$ cat src/rtl/prw_pkg.sv
package prw_pkg;
    typedef enum logic {LK_OPEN = 1'b0, LK_SEALED = 1'b1} seal_state_t;
    typedef enum logic {AL_QUIET = 1'b0, AL_TRIPPED = 1'b1} alarm_state_t;
endpackage

$ cat src/rtl/prw_region_bank.sv
module prw_region_bank
    import prw_pkg::*;
#(
    parameter int ADDR_W   = 32,
    parameter int NUM_BOOT = 2,
    parameter int NUM_RT   = 2,
    parameter int IDX_W    = 2
) (
    input  logic              clk,
    input  logic              rst_n,
    input  logic              cfg_we,
    input  logic [IDX_W-1:0]  cfg_idx,
    input  logic [ADDR_W-1:0] cfg_base,
    input  logic [ADDR_W-1:0] cfg_limit,
    input  logic              cfg_lock,
    input  logic              rpt_valid,
    input  logic              rpt_auth,
    input  logic [IDX_W-1:0]  rpt_idx,
    input  logic [ADDR_W-1:0] rpt_base,
    input  logic [ADDR_W-1:0] rpt_limit,
    output logic [ADDR_W-1:0] base_o  [NUM_BOOT+NUM_RT],
    output logic [ADDR_W-1:0] limit_o [NUM_BOOT+NUM_RT]
);
    localparam int NUM_REG = NUM_BOOT + NUM_RT;

    seal_state_t state_q, state_d;
    logic        open_w;
    logic        rpt_ok;

    always_ff @(posedge clk or negedge rst_n) begin
        if (!rst_n) state_q <= LK_OPEN;
        else        state_q <= state_d;
    end

    always_comb begin
        state_d = state_q;
        unique case (state_q)
            LK_OPEN:   if (cfg_lock) state_d = LK_SEALED;
            LK_SEALED: state_d = LK_SEALED;
            default:   state_d = LK_OPEN;
        endcase
    end

    always_comb begin
        open_w = (state_q == LK_OPEN);
        rpt_ok = rpt_valid && rpt_auth;
    end

    AST_SEAL_HOLDS: assert property (@(posedge clk) disable iff (!rst_n)
        state_q == LK_SEALED |=> state_q == LK_SEALED);

    for (genvar g = 0; g < NUM_REG; g++) begin : g_reg
        logic wr_en;
        logic [ADDR_W-1:0] wr_base, wr_limit;
        if (g < NUM_BOOT) begin : g_boot
            always_comb begin
                wr_en    = open_w && cfg_we && (cfg_idx == IDX_W'(g));
                wr_base  = cfg_base;
                wr_limit = cfg_limit;
            end
            AST_BOOT_FROZEN: assert property (@(posedge clk) disable iff (!rst_n)
                state_q == LK_SEALED |=> $stable(base_o[g]) && $stable(limit_o[g]));
        end else begin : g_rt
            always_comb begin
                wr_en    = rpt_ok && (rpt_idx == IDX_W'(g));
                wr_base  = rpt_base;
                wr_limit = rpt_limit;
            end
            AST_RT_REPORT_ONLY: assert property (@(posedge clk) disable iff (!rst_n)
                !(rpt_valid && rpt_auth && rpt_idx == IDX_W'(g))
                |=> $stable(base_o[g]) && $stable(limit_o[g]));
        end
        always_ff @(posedge clk or negedge rst_n) begin
            if (!rst_n) begin
                base_o[g]  <= '1;
                limit_o[g] <= '0;
            end else if (wr_en) begin
                base_o[g]  <= wr_base;
                limit_o[g] <= wr_limit;
            end
        end
    end
endmodule

$ cat src/rtl/prw_overlap.sv
module prw_overlap #(
    parameter int ADDR_W  = 32,
    parameter int LEN_W   = 8,
    parameter int NUM_REG = 4
) (
    input  logic [ADDR_W-1:0] start_addr,
    input  logic [LEN_W-1:0]  beats_m1,
    input  logic [2:0]        beat_size,
    input  logic [ADDR_W-1:0] base_i  [NUM_REG],
    input  logic [ADDR_W-1:0] limit_i [NUM_REG],
    output logic              hit
);
    localparam int EXT_W = ADDR_W + 1;

    logic [EXT_W-1:0]   first_b, last_b, span_b;
    logic [NUM_REG-1:0] hit_vec;

    always_comb begin
        span_b  = (EXT_W'(beats_m1) + EXT_W'(1)) << beat_size;
        first_b = EXT_W'(start_addr);
        last_b  = first_b + span_b - EXT_W'(1);
    end

    for (genvar g = 0; g < NUM_REG; g++) begin : g_cmp
        always_comb begin
            hit_vec[g] = (base_i[g] <= limit_i[g])
                      && (first_b <= EXT_W'(limit_i[g]))
                      && (last_b  >= EXT_W'(base_i[g]));
        end
    end

    always_comb hit = |hit_vec;
endmodule

$ cat src/rtl/prw_alarm.sv
module prw_alarm
    import prw_pkg::*;
#(
    parameter int ADDR_W = 32,
    parameter int ID_W   = 4
) (
    input  logic              clk,
    input  logic              rst_n,
    input  logic              hs,
    input  logic              hit,
    input  logic [ADDR_W-1:0] addr,
    input  logic [ID_W-1:0]   id,
    output logic              irq,
    output logic [ADDR_W-1:0] viol_addr,
    output logic [ID_W-1:0]   viol_id
);
    alarm_state_t state_q, state_d;

    always_ff @(posedge clk or negedge rst_n) begin
        if (!rst_n) state_q <= AL_QUIET;
        else        state_q <= state_d;
    end

    always_comb begin
        state_d = state_q;
        unique case (state_q)
            AL_QUIET:   if (hs && hit) state_d = AL_TRIPPED;
            AL_TRIPPED: state_d = AL_TRIPPED;
            default:    state_d = AL_QUIET;
        endcase
    end

    always_ff @(posedge clk or negedge rst_n) begin
        if (!rst_n) begin
            viol_addr <= '0;
            viol_id   <= '0;
        end else if (state_q == AL_QUIET && state_d == AL_TRIPPED) begin
            viol_addr <= addr;
            viol_id   <= id;
        end
    end

    always_comb irq = (state_q == AL_TRIPPED);

    AST_IRQ_STICKY: assert property (@(posedge clk) disable iff (!rst_n)
        irq |=> irq);
    AST_FIRST_KEPT: assert property (@(posedge clk) disable iff (!rst_n)
        irq |=> $stable(viol_addr) && $stable(viol_id));
    AST_HIT_RAISES: assert property (@(posedge clk) disable iff (!rst_n)
        hs && hit |=> irq);
    AST_QUIET_NO_HS: assert property (@(posedge clk) disable iff (!rst_n)
        !hs && !irq |=> !irq);
endmodule

$ cat src/rtl/prot_write_snooper.sv
module prot_write_snooper #(
    parameter int ADDR_W   = 32,
    parameter int LEN_W    = 8,
    parameter int ID_W     = 4,
    parameter int NUM_BOOT = 2,
    parameter int NUM_RT   = 2,
    parameter int IDX_W    = ((NUM_BOOT + NUM_RT) > 1) ? $clog2(NUM_BOOT + NUM_RT) : 1
) (
    input  logic              clk,
    input  logic              rst_n,
    input  logic              aw_valid,
    input  logic              aw_ready,
    input  logic [ADDR_W-1:0] aw_addr,
    input  logic [LEN_W-1:0]  aw_len,
    input  logic [2:0]        aw_size,
    input  logic [ID_W-1:0]   aw_id,
    input  logic              cfg_we,
    input  logic [IDX_W-1:0]  cfg_idx,
    input  logic [ADDR_W-1:0] cfg_base,
    input  logic [ADDR_W-1:0] cfg_limit,
    input  logic              cfg_lock,
    input  logic              rpt_valid,
    input  logic              rpt_auth,
    input  logic [IDX_W-1:0]  rpt_idx,
    input  logic [ADDR_W-1:0] rpt_base,
    input  logic [ADDR_W-1:0] rpt_limit,
    output logic              irq,
    output logic [ADDR_W-1:0] viol_addr,
    output logic [ID_W-1:0]   viol_id
);
    localparam int NUM_REG = NUM_BOOT + NUM_RT;

    logic [ADDR_W-1:0] base_w  [NUM_REG];
    logic [ADDR_W-1:0] limit_w [NUM_REG];
    logic              hit_w;
    logic              hs_w;

    always_comb hs_w = aw_valid && aw_ready;

    prw_region_bank #(
        .ADDR_W(ADDR_W), .NUM_BOOT(NUM_BOOT), .NUM_RT(NUM_RT), .IDX_W(IDX_W)
    ) u_bank (
        .clk(clk), .rst_n(rst_n),
        .cfg_we(cfg_we), .cfg_idx(cfg_idx), .cfg_base(cfg_base),
        .cfg_limit(cfg_limit), .cfg_lock(cfg_lock),
        .rpt_valid(rpt_valid), .rpt_auth(rpt_auth), .rpt_idx(rpt_idx),
        .rpt_base(rpt_base), .rpt_limit(rpt_limit),
        .base_o(base_w), .limit_o(limit_w)
    );

    prw_overlap #(
        .ADDR_W(ADDR_W), .LEN_W(LEN_W), .NUM_REG(NUM_REG)
    ) u_cmp (
        .start_addr(aw_addr), .beats_m1(aw_len), .beat_size(aw_size),
        .base_i(base_w), .limit_i(limit_w), .hit(hit_w)
    );

    prw_alarm #(
        .ADDR_W(ADDR_W), .ID_W(ID_W)
    ) u_alarm (
        .clk(clk), .rst_n(rst_n), .hs(hs_w), .hit(hit_w),
        .addr(aw_addr), .id(aw_id),
        .irq(irq), .viol_addr(viol_addr), .viol_id(viol_id)
    );
endmodule

$ cat config.mk
export PLATFORM = sky130hd
export DESIGN_NAME = prot_write_snooper
export DESIGN_NICKNAME = d
export VERILOG_FILES = /design/src/rtl/prw_pkg.sv /design/src/rtl/prw_region_bank.sv /design/src/rtl/prw_overlap.sv /design/src/rtl/prw_alarm.sv /design/src/rtl/prot_write_snooper.sv
export SDC_FILE = /design/constraint.sdc
export NUM_CORES = 1
export LEC_CHECK = 0
export ABC_CLOCK_PERIOD_IN_PS = 4500
export BUFFER_PORTS_ARGS = -buffer_cell sky130_fd_sc_hd__buf_2
export CORE_AREA = 5 5 234 214
export CTS_CLUSTER_SIZE = 12
export DETAILED_ROUTE_END_ITERATION = 16
export DIE_AREA = 0 0 239 219
export GPL_TIMING_DRIVEN = 0
export PLACE_DENSITY = 0.75
export SLEW_MARGIN = 25
export SYNTH_ARGS = -nofsm -noshare
export SYNTH_HDL_FRONTEND = slang
export SYNTH_HIERARCHICAL = 1
export SYNTH_SLANG_ARGS = --single-unit
$ cat constraint.sdc
create_clock -name clk -period 4.5 [get_ports clk]
set_clock_uncertainty 0.2 [all_clocks]
set_input_delay 0.45 -clock clk [delete_from_list [all_inputs] [get_ports clk]]
set_output_delay 0.45 -clock clk [all_outputs]
set_load 0.02 [all_outputs]
==> flow_metrics.py, run 1 <==
metrics = {
    "route": {
        "viasPerCell": 5.82,
        "wirelength_um": 71600,
        "drtAntennaViolNets": 0,
        "vias": 19300,
        "wl_per_cell_um": 21.6,
        "drt_pre_antenna_iters": 5,
        "drtIter0Drc": 1309,
        "drc": 0,
    },
    "setup_path": {
        "r2r-start": "u_bank/limit_o[63]",
        "rrSetupSlack_ns": -0.15,
        "r2r-end": "u_alarm/viol_addr[10]",
        "crit_slowest_cell": "a2111oi_4",
        "critPathMaxFanout": 7,
        "path_class": "in -> reg",
        "required_ns": 4.74,
        "worst-r2r-cell-count": 15,
        "max_stage_delay_ns": 0.33,
        "cp-end-kind": "register",
        "cp.arrival_ns": 6.95,
        "start_kind": "input port",
    },
    "floorplan": {
        "die_w_um": 239,
        "io_pins": 224,
        "core.rowCount": 76,
        "dieArea_um2": 52300,
        "coreArea_um2": 47300,
        "dieHeight_um": 219,
        "start_util_pct": 49.4,
    },
    "placement": {
        "hpwl_um": 55700,
        "placed_cell_area_um2": 25500,
        "gp_congestion": 0.962,
        "dp_cells": 3086,
        "port_buffers": 222,
    },
    "flow_run": {
        "maxCapViolCount": 0,
    },
    "timing": {
        "relSlewSlack_pct": 32.7,
        "setup_viol": 37,
        "rsz0062_at_grt": "yes",
        "fin_ws_ns": -2.21,
        "slew_viol_final": 0,
        "timing.setup.tns_ns": -79.94,
        "max_freq_mhz": 149,
        "finalCriticalPeriod_ns": 6.71,
        "tightest_slew_ns": 1.00,
        "finalCritPeriodShare_pct": 149,
        "hold_viol": 0,
    },
    "worst_hold_path": {
        "hp-start": "aw_ready",
        "hold_path_depth": 3,
        "hold_end": "u_alarm/irq",
        "hp-class": "in -> reg",
    },
    "power": {
        "intPower_mw": 7.27,
        "vdd_drop_max_v": 0.000269,
        "seqPwrFrac_pct": 31.8,
        "p_leak_nw": 13.7,
        "power_mw": 11.4,
        "p_comb_share_pct": 42.5,
        "powerDensity_nw_per_um2": 397,
        "p_sw_mw": 4.18,
        "power_frac_clock_pct": 25.7,
        "switching_share_pct": 36.5,
    },
    "outcome": {
        "violations": "negative setup slack",
        "status": "finished, violations left",
    },
    "cts": {
        "cts.htree.levels": 2,
        "clk_latency_ns": 0.55,
        "cts.sinks": 294,
        "cts_buffers": 34,
        "cts-root-buf": "clkbuf_16",
        "clockBufferDepth": 3,
        "clk_pin_slew_ns": 0.06,
        "cts_tree": "built",
    },
    "global_route": {
        "grt_pass1_vias": 19700,
        "grt_start_max_net_pins": 93,
        "grt_overflow": 0,
        "antenna_found_initial": 0,
        "grt_usage_pct": 26.1,
        "grt_pass1_wl_um": 108000,
    },
    "synthesis": {
        "synthFlopType": "dfrtp_1",
        "ys_top_cells_by_area": "ha_1 (23%), dfrtp_1 (18%), dfstp_2 (14%)",
        "synth_nets": 2857,
        "synthTopCellsByCount": "ha_1 (432), inv_1 (329), mux2_2 (197), dfrtp_1 (166), a21oi_1 (130)",
        "synth_warnings": 6,
        "synth_area_per_cell_um2": 10.4,
        "ys_seq_area_share_pct": 32.2,
        "synth-edff-count": 0,
        "synth_cells": 2237,
        "yosysMostFrequentCell": "ha_1",
        "yosysTopAreaCellShare_pct": 23.1,
        "async_reset_ff_share_pct": 100,
        "netlist_area_um2": 23400,
        "yosys.area.top_type": "ha_1",
        "yosys_register_bits": 294,
        "ys_types": 80,
    },
    "layout": {
        "finish.instance_area_um2": 28800,
        "fin_util_pct": 61.0,
        "post_route_cells_drive_above_1_share_pct": 32.4,
        "syn2layout_area_growth_pct": 23.5,
        "instances_no_fill": 3316,
        "layout.nets": 3286,
        "diodes": 0,
    },
}
## logic make-up after synthesis
group,share of synthesized area (%)
AOI/OAI and AO/OA,12.7
adders and majority gates,23.2
buffers and inverters,7.06
and+or+nand+nor,8.01
muxes,15.8
DFF,32.2
xor gates and xnor gates,1.05
## stage by stage
| stage | hold WS, ns | setup slack [ns] |
|---|---|---|
| 6_report | 0.0580 | -2.21 |
| 5_1_grt | 0.0686 | -2.44 |
| 4_1_cts | 0.0392 | -2.08 |
| 3_3_place_gp | 0.255 | -3.35 |
| 3_5_place_dp | 0.197 | -3.35 |
| 2_1_floorplan | -0.0456 | -1.78 |
## cells in the final DEF, fill, tap and decap left out, drive strengths merged, types with 13 or more instances in the layout
| cell | netlist | layout |
|---|---|---|
| nor2b | 16 | 16 |
| inv | 329 | 329 |
| a21o | 55 | 55 |
| a31oi | 13 | 13 |
| nor3 | 20 | 20 |
| xor2 | 14 | 14 |
| nand2 | 80 | 80 |
| mux2 | 293 | 293 |
| nand4 | 80 | 80 |
| clkbuf | 8 | 63 |
| dfrtp | 166 | 166 |
| ha | 432 | 432 |
| buf | 35 | 292 |
| nand3 | 39 | 39 |
| dfstp | 128 | 128 |
| o21bai | 13 | 13 |
| xnor2 | 14 | 14 |
| dlygate4sd3 | 0 | 135 |
| nor2 | 67 | 67 |
| o21ai | 98 | 98 |
| a21oi | 133 | 133 |
| o211ai | 20 | 20 |
| a211oi | 41 | 41 |
## flip-flops by register name (all words and copies together) (netlist names)
register and cells:
u_alarm/viol_id 4, u_alarm/irq 1, u_bank/base_o 128, u_bank/state_q 1, u_bank/limit_o 128, u_alarm/viol_addr 32
## timing repair
item | in CTS | in global routing
pin swaps | 47 | 49
hold endpoints to repair | 313 | 0
gates resized for setup | 70 | 48
cloned | 1 | 2
buffers inserted | 22 | 12
hold buffers | 135 | 0
endpoints found under the setup margin | 37 | 37
## final cells by class
cell class | instances | area [µm²]
plain buffers | 41 | 417
clock buffers | 54 | 1060
clock inverters | 8 | 124
fillers | 3759 | 18400
inverters | 329 | 1230
multi-input cells | 1571 | 14800
flip-flops and latches | 294 | 7520
well taps | 624 | 781
repair buffers | 395 | 2940
## power groups by stage
stage	clock network, mW	registers (mW)	logic [mW]
finish	2.94	3.64	4.86
global route	3.10	3.70	5.35
CTS	3.00	3.63	4.67
detailed placement	0	3.66	4.43
global placement	0	3.64	4.18
floorplan	0	3.72	2.91
## per-layer routing
layer | share of wire [%] | wire length, µm | track usage, % | vias up
li1 | - | - | - | 8977
met1 | 44 | 31700 | 35.9 | 9458
met2 | 46 | 32600 | 42.4 | 714
met3 | 6.1 | 4360 | 3.15 | 162
met4 | 4.1 | 2960 | 10.1 | 0
met5 | 0 | 0 | 0 | -
## how the worst max path moves through the flow
stage	from	endpoint	slack, ns	cells after the start
6_report	aw_len[2]	u_alarm/viol_addr[10]	-2.21	36
5_1_grt	aw_len[2]	u_alarm/viol_addr[10]	-2.44	37
4_1_cts	aw_len[1]	u_alarm/viol_addr[27]	-2.08	36
3_5_place_dp	aw_len[0]	u_alarm/viol_addr[28]	-3.35	36
3_3_place_gp	aw_len[0]	u_alarm/viol_addr[20]	-3.35	36
2_1_floorplan	aw_len[0]	u_alarm/viol_addr[0]	-1.78	34
## critical path: cells and delay by family
family | cells | cell delay, ns
AND/OR/NAND/NOR | 7 | 0.76
multiplexers | 1 | 0.30
adder cells (fa/ha/maj) | 3 | 0.86
XOR/XNOR | 1 | 0.19
AO/OA/AOI/OAI | 18 | 3.56
buffers and inverters | 6 | 0.80
Note: power is estimated with default switching activity, not from simulation.
==> run 2: changes to the inputs <==
--- a/config.mk
+++ b/config.mk
@@ -8,10 +8,12 @@
 export ABC_CLOCK_PERIOD_IN_PS = 4500
 export BUFFER_PORTS_ARGS = -buffer_cell sky130_fd_sc_hd__buf_2
 export CORE_AREA = 5 5 234 214
+export CTS_BUF_LIST = sky130_fd_sc_hd__clkbuf_4 sky130_fd_sc_hd__clkbuf_8
 export CTS_CLUSTER_SIZE = 12
 export DETAILED_ROUTE_END_ITERATION = 16
 export DIE_AREA = 0 0 239 219
 export GPL_TIMING_DRIVEN = 0
+export HOLD_SLACK_MARGIN = 0.03
 export PLACE_DENSITY = 0.75
 export SLEW_MARGIN = 25
 export SYNTH_ARGS = -nofsm -noshare
==> run 2 against run 1 <==
Compared with the run above: the flow still finishes with violations (negative setup slack); fmax increased by 1.9%; via count increased by 0.74%; critical path depth unchanged; sequential share of layout area about the same; total power decreased by 0.85%; cell area about the same; global-route usage decreased by 0.062 points; register-to-register slack improved by 0.02 ns; largest cell class unchanged; worst hold slack improved by 0.038 ns.
==> flow_metrics.py, run 2 (synthesis gave the netlist of run 1 again) <==
metrics = {
    "outcome": {
        "status": "finished, violations left",
        "violations": "negative setup slack",
    },
    "timing": {
        "finalCriticalPeriod_ns": 6.58,
        "relSlewSlack_pct": 34.0,
        "tightest_slew_ns": 0.980,
        "max_freq_mhz": 152,
        "slew_viol_final": 0,
        "fin_ws_ns": -2.08,
        "rsz0062_at_grt": "yes",
        "setup_viol": 37,
        "hold_viol": 0,
        "timing.setup.tns_ns": -75.86,
        "finalCritPeriodShare_pct": 146,
    },
    "setup_path": {
        "required_ns": 4.81,
        "cp-end-kind": "register",
        "crit_buf_inv": 6,
        "path_delay_family": "compound AO/OA/AOI/OAI gates",
        "max_stage_delay_ns": 0.33,
        "start_kind": "input port",
        "cp.arrival_ns": 6.89,
        "path_class": "in -> reg",
        "crit_slowest_cell": "a2111oi_4",
        "rrSetupSlack_ns": -0.13,
        "critPathMaxFanout": 7,
    },
    "route": {
        "drtIter0Drc": 1418,
        "wl_per_cell_um": 21.3,
        "wirelength_um": 71500,
        "drc": 0,
        "viasPerCell": 5.79,
        "drt_pre_antenna_iters": 7,
        "drtAntennaViolNets": 0,
        "vias": 19500,
    },
    "global_route": {
        "grt_overflow": 0,
        "grtUsageMet3_pct": 3.14,
        "grt_usage_pct": 26.1,
        "antenna_found_initial": 0,
        "grt_pass1_vias": 19800,
        "met1_usage_pct": 35.8,
        "grt.busiest_layer": "met2",
        "grt_start_max_net_pins": 93,
        "grt_pass1_wl_um": 108000,
        "grt_util_met2_pct": 42.0,
    },
    "cts": {
        "clk_pin_slew_ns": 0.06,
        "cts_buffers": 54,
        "cts.htree.levels": 2,
        "cts_tree": "built",
        "cts.sinks": 294,
        "clockBufferDepth": 3,
        "cts-root-buf": "clkbuf_8",
        "clk_latency_ns": 0.65,
    },
    "layout": {
        "syn2layout_area_growth_pct": 23.5,
        "instances_no_fill": 3358,
        "largestRegisters": "u_bank/base_o: 128 flops, u_bank/limit_o: 128 flops, u_alarm/viol_addr: 32 flops",
        "layout.cells.most_common_list": "ha_1 (423), inv_1 (325), buf_2 (223)",
        "post_route_cells_drive_above_1_share_pct": 33.4,
        "layout_commonest_cell": "ha_1",
        "finish.instance_area_um2": 28800,
        "diodes": 0,
        "layout.nets": 3310,
    },
    "worst_hold_path": {
        "hp-class": "in -> reg",
    },
    "floorplan": {
        "coreArea_um2": 47300,
        "die_w_um": 239,
        "start_util_pct": 49.4,
        "io_pins": 224,
        "dieArea_um2": 52300,
        "core.rowCount": 76,
        "dieHeight_um": 219,
    },
    "flow_run": {
        "maxCapViolCount": 0,
    },
    "placement": {
        "placed_cell_area_um2": 25500,
        "gp_congestion": 0.962,
        "dp_cells": 3086,
        "port_buffers": 222,
        "hpwl_um": 55700,
    },
    "power": {
        "p_leak_nw": 13.8,
        "power_mw": 11.3,
        "vdd_drop_max_v": 0.000343,
        "powerDensity_nw_per_um2": 393,
    },
}
## run 2: cell count changes in the layout (fill, tap and decap cells not counted), sizes merged
| cell | previous run | this run |
|---|---|---|
| clkinv | 3 | 10 |
| clkinvlp | 2 | 1 |
| dlygate4sd3 | 135 | 138 |
| buf | 292 | 293 |
| clkbuf | 63 | 95 |
## run 2: path summary, 6_finish.rpt
path | start | end | cells after the start
min in group asynchronous | rst_n | u_bank/limit_o[5] | 2
max in group asynchronous | rst_n | u_bank/base_o[88] | 4
worst max-delay path | aw_len[3] | u_alarm/viol_addr[8] | 36
worst min register to register | u_alarm/irq | u_alarm/irq | 1
worst min-delay path | aw_addr[11] | u_alarm/viol_addr[11] | 2
worst max register to register | u_bank/limit_o[59] | u_alarm/viol_addr[8] | 15
## run 2: per-stage QoR
step / setup slack [ns] / hold slack [ns] / util, %
finish: -2.08 / 0.0964 / 61.0
global route: -2.27 / 0.0515 / 61.0
CTS: -1.93 / 0.0312 / 60.4
detailed placement: -3.35 / 0.197 / 54.0
global placement: -3.35 / 0.255 / 53.8
floorplan: -1.78 / -0.0456 / -
## run 2: cell type report
type,instances,area [µm²]
Fill cell,3806,18400
Multi-Input combinational cell,1571,14700
Sequential cell,294,7520
Timing Repair Buffer,399,2980
Inverter,329,1230
Clock buffer,86,1060
Tap cell,624,781
Buffer,41,417
Clock inverter,14,155
## run 2: repair_timing
action	4_1_cts	5_1_grt
hold buffers	138	0
setup endpoints to repair	37	37
gates cloned	1	2
hold endpoints to repair	396	0
setup buffers	22	13
resized for setup	69	36
pin swaps	35	39
## run 2: metal layers
metal,up-vias,wire (µm)
met5,-,0
met4,0,3050
met3,177,4470
met2,752,32100
met1,9483,31800
li1,9042,-
## run 2: power by group
| group | switching [mW] | internal (mW) | total (mW) |
|---|---|---|---|
| clock network | 1.18 | 1.67 | 2.85 |
| logic | 2.65 | 2.21 | 4.85 |
| registers | 0.382 | 3.26 | 3.64 |
==> run 3: changes to the inputs <==
--- a/config.mk
+++ b/config.mk
@@ -7,14 +7,15 @@
 export LEC_CHECK = 0
 export ABC_CLOCK_PERIOD_IN_PS = 4500
 export BUFFER_PORTS_ARGS = -buffer_cell sky130_fd_sc_hd__buf_2
-export CORE_AREA = 5 5 234 214
+export CORE_AREA = 5 5 271 247
 export CTS_BUF_LIST = sky130_fd_sc_hd__clkbuf_4 sky130_fd_sc_hd__clkbuf_8
 export CTS_CLUSTER_SIZE = 12
 export DETAILED_ROUTE_END_ITERATION = 16
-export DIE_AREA = 0 0 239 219
+export DIE_AREA = 0 0 276 252
 export GPL_TIMING_DRIVEN = 0
 export HOLD_SLACK_MARGIN = 0.03
-export PLACE_DENSITY = 0.75
+export MAX_ROUTING_LAYER = met4
+export PLACE_DENSITY = 0.6
 export SLEW_MARGIN = 25
 export SYNTH_ARGS = -nofsm -noshare
 export SYNTH_HDL_FRONTEND = slang
==> run 3 against run 2 <==
Compared with the run above: the flow still finishes with violations (negative setup slack); count of clock-buffer cells in the layout grew 1; combinational power is essentially flat; non-clock buffer count grew 3; register-to-register slack improved by 0.12 ns; worst hold slack gained 0.014 ns; global-route usage down 4.9 points; flip-flop and latch count unchanged; highest routed layer unchanged.
==> flow_metrics.py, run 3 (synthesis gave the netlist of run 1 again) <==
metrics = {
    "timing": {
        "relSlewSlack_pct": 43.4,
        "hold_viol": 0,
        "timing.setup.tns_ns": -75.89,
        "tightest_slew_ns": 0.841,
        "finalCriticalPeriod_ns": 6.61,
        "finalCritPeriodShare_pct": 147,
        "slew_viol_final": 0,
        "max_freq_mhz": 151,
        "setup_viol": 37,
        "rsz0062_at_grt": "yes",
        "fin_ws_ns": -2.11,
    },
    "setup_path": {
        "cp-endpoint": "u_alarm/viol_id[0]",
        "rrSetupSlack_ns": -0.01,
        "start_kind": "input port",
        "cp-startpoint": "aw_len[1]",
        "r2r-start": "u_bank/limit_o[126]",
        "path_delay_family": "compound AO/OA/AOI/OAI gates",
        "crit_cells": 38,
        "required_ns": 4.83,
        "cp.arrival_ns": 6.95,
        "max_stage_delay_ns": 0.32,
        "cp-end-kind": "register",
        "critPathMaxFanout": 8,
        "crit_slowest_cell": "ha_1",
        "path_class": "in -> reg",
        "r2r-end": "u_alarm/viol_addr[31]",
        "crit_buf_inv": 7,
        "worst-r2r-cell-count": 14,
    },
    "layout": {
        "largestRegisters": "u_bank/base_o: 128 flops, u_bank/limit_o: 128 flops, u_alarm/viol_addr: 32 flops",
        "layout.nets": 3312,
        "layout_commonest_cell": "ha_1",
        "register_area_um2": 7520,
        "syn2layout_area_growth_pct": 25.1,
        "layout.cells.most_common_list": "ha_1 (419), inv_1 (324), buf_2 (223)",
        "n_fill_cell": 5985,
        "multiInputGateArea_um2": 14800,
        "diodes": 0,
        "post_route_cells_drive_above_1_share_pct": 33.4,
    },
    "global_route": {
        "grt_pass1_vias": 20100,
        "grt_usage_pct": 21.2,
        "grt_start_max_net_pins": 99,
        "grt_overflow": 0,
        "grt_pass1_wl_um": 113000,
        "antenna_found_initial": 0,
    },
    "route": {
        "dr_wl_met3_um": 3490,
        "wl_met2_um": 33400,
        "vias": 19000,
        "top_layer_used": "met4",
        "drtIter0Drc": 1089,
        "drc": 0,
        "drt_pre_antenna_iters": 6,
        "wl_per_cell_um": 20.7,
        "wirelength_um": 74500,
        "wl_met1_um": 34700,
        "viasPerCell": 5.28,
        "drtAntennaViolNets": 0,
    },
    "floorplan": {
        "io_pins": 224,
        "coreArea_um2": 63600,
        "dieArea_um2": 69600,
        "core.rowCount": 88,
        "dieHeight_um": 252,
        "start_util_pct": 36.7,
        "die_w_um": 276,
    },
    "placement": {
        "gp_congestion": 0.967,
        "hpwl_um": 59500,
        "port_buffers": 222,
    },
    "outcome": {
        "status": "finished, violations left",
        "violations": "negative setup slack",
    },
    "power": {
        "powerDensity_nw_per_um2": 386,
        "p_leak_nw": 13.8,
        "power_mw": 11.3,
        "vdd_drop_max_v": 0.000281,
    },
    "cts": {
        "clk_pin_slew_ns": 0.06,
        "cts.sinks": 294,
        "clockBufferDepth": 3,
        "cts_tree": "built",
        "clk_latency_ns": 0.65,
        "cts-root-buf": "clkbuf_8",
        "cts.htree.levels": 2,
        "cts_buffers": 53,
    },
    "worst_hold_path": {
        "hp-class": "in -> reg",
    },
    "flow_run": {
        "maxCapViolCount": 0,
    },
}
run 3: changes by cell type in the layout (fill, tap and decap cells not counted), sizes merged:
cell,change
bufinv,-1
clkinv,-1
clkbuf,+1
dlygate4sd3,+2
buf,+1
run 3: metrics by stage:
| step | hold WS [ns] | setup slack [ns] | util, % | cell area [µm²] | cells |
|---|---|---|---|---|---|
| 2_1_floorplan | -0.0456 | -1.78 | - | 23500 | 2237 |
| 3_3_place_gp | 0.255 | -3.50 | 40.4 | 25700 | 3314 |
| 3_5_place_dp | 0.0743 | -3.50 | 40.5 | 25800 | 3317 |
| 4_1_cts | 0.0397 | -2.04 | 45.6 | 29000 | 3584 |
| 5_1_grt | 0.0473 | -2.28 | 45.9 | 29200 | 3591 |
| 6_report | 0.110 | -2.11 | 45.9 | 29200 | 3591 |
run 3: worst register-to-register path: stages (launching register included):
cell and delay, ns:
dfrtp_1 0.35, inv_1 0.08, ha_1 0.33, nand4_1 0.19, nor4_1 0.62, nand4_1 0.36, or3_1 0.54, a21oi_1 0.44
o21ai_0 0.30, o21ai_2 0.16, nand3b_1 0.15, buf_12 0.19, buf_6 0.13, buf_6 0.11, mux2_4 0.29
run 3: worst min path at each step:
stage / from / end / slack (ns) / depth (start not counted)
3_5_place_dp: rst_n / u_bank/limit_o[33] / 0.07 / 1
5_1_grt: aw_addr[27] / u_alarm/viol_addr[27] / 0.05 / 2
6_report: aw_addr[2] / u_alarm/viol_addr[2] / 0.11 / 2
3_3_place_gp: u_alarm/irq / u_alarm/irq / 0.26 / 1
4_1_cts: aw_addr[27] / u_alarm/viol_addr[27] / 0.04 / 2
2_1_floorplan: rst_n / u_alarm/irq / -0.05 / 0
run 3: final cells by class:
class                      count  area share [%]
multi-input combinational   1571            50.6
timing repair buffer         401            10.2
tap                          855            3.66
inverter                     329            4.23
clock buffer                  87            3.67
clock inverter                12           0.398
buffer                        42            1.50
sequential                   294            25.7
run 3: per-layer routing:
layer | global-route usage, % | vias to the layer above
met5 | - | -
met3 | 3.06 | 165
met4 | 7.48 | 0
met1 | 28.1 | 9233
met2 | 33.5 | 509
li1 | - | 9056
run 3: what timing repair did:
action                                  4_1_cts  5_1_grt
hold endpoints to repair                    393        0
setup buffers                                27        5
resized for setup                            80       30
cloned                                        2        2
pin swaps                                    40       11
hold buffers                                140        0
endpoints found under the setup margin       37       37
run 3: power by group:
part	leakage (nW)	switching, mW	total (mW)	internal [mW]
Combinational	9.73	2.63	4.85	2.21
Sequential	3.44	0.368	3.63	3.26
Clock	0.638	1.18	2.80	1.62
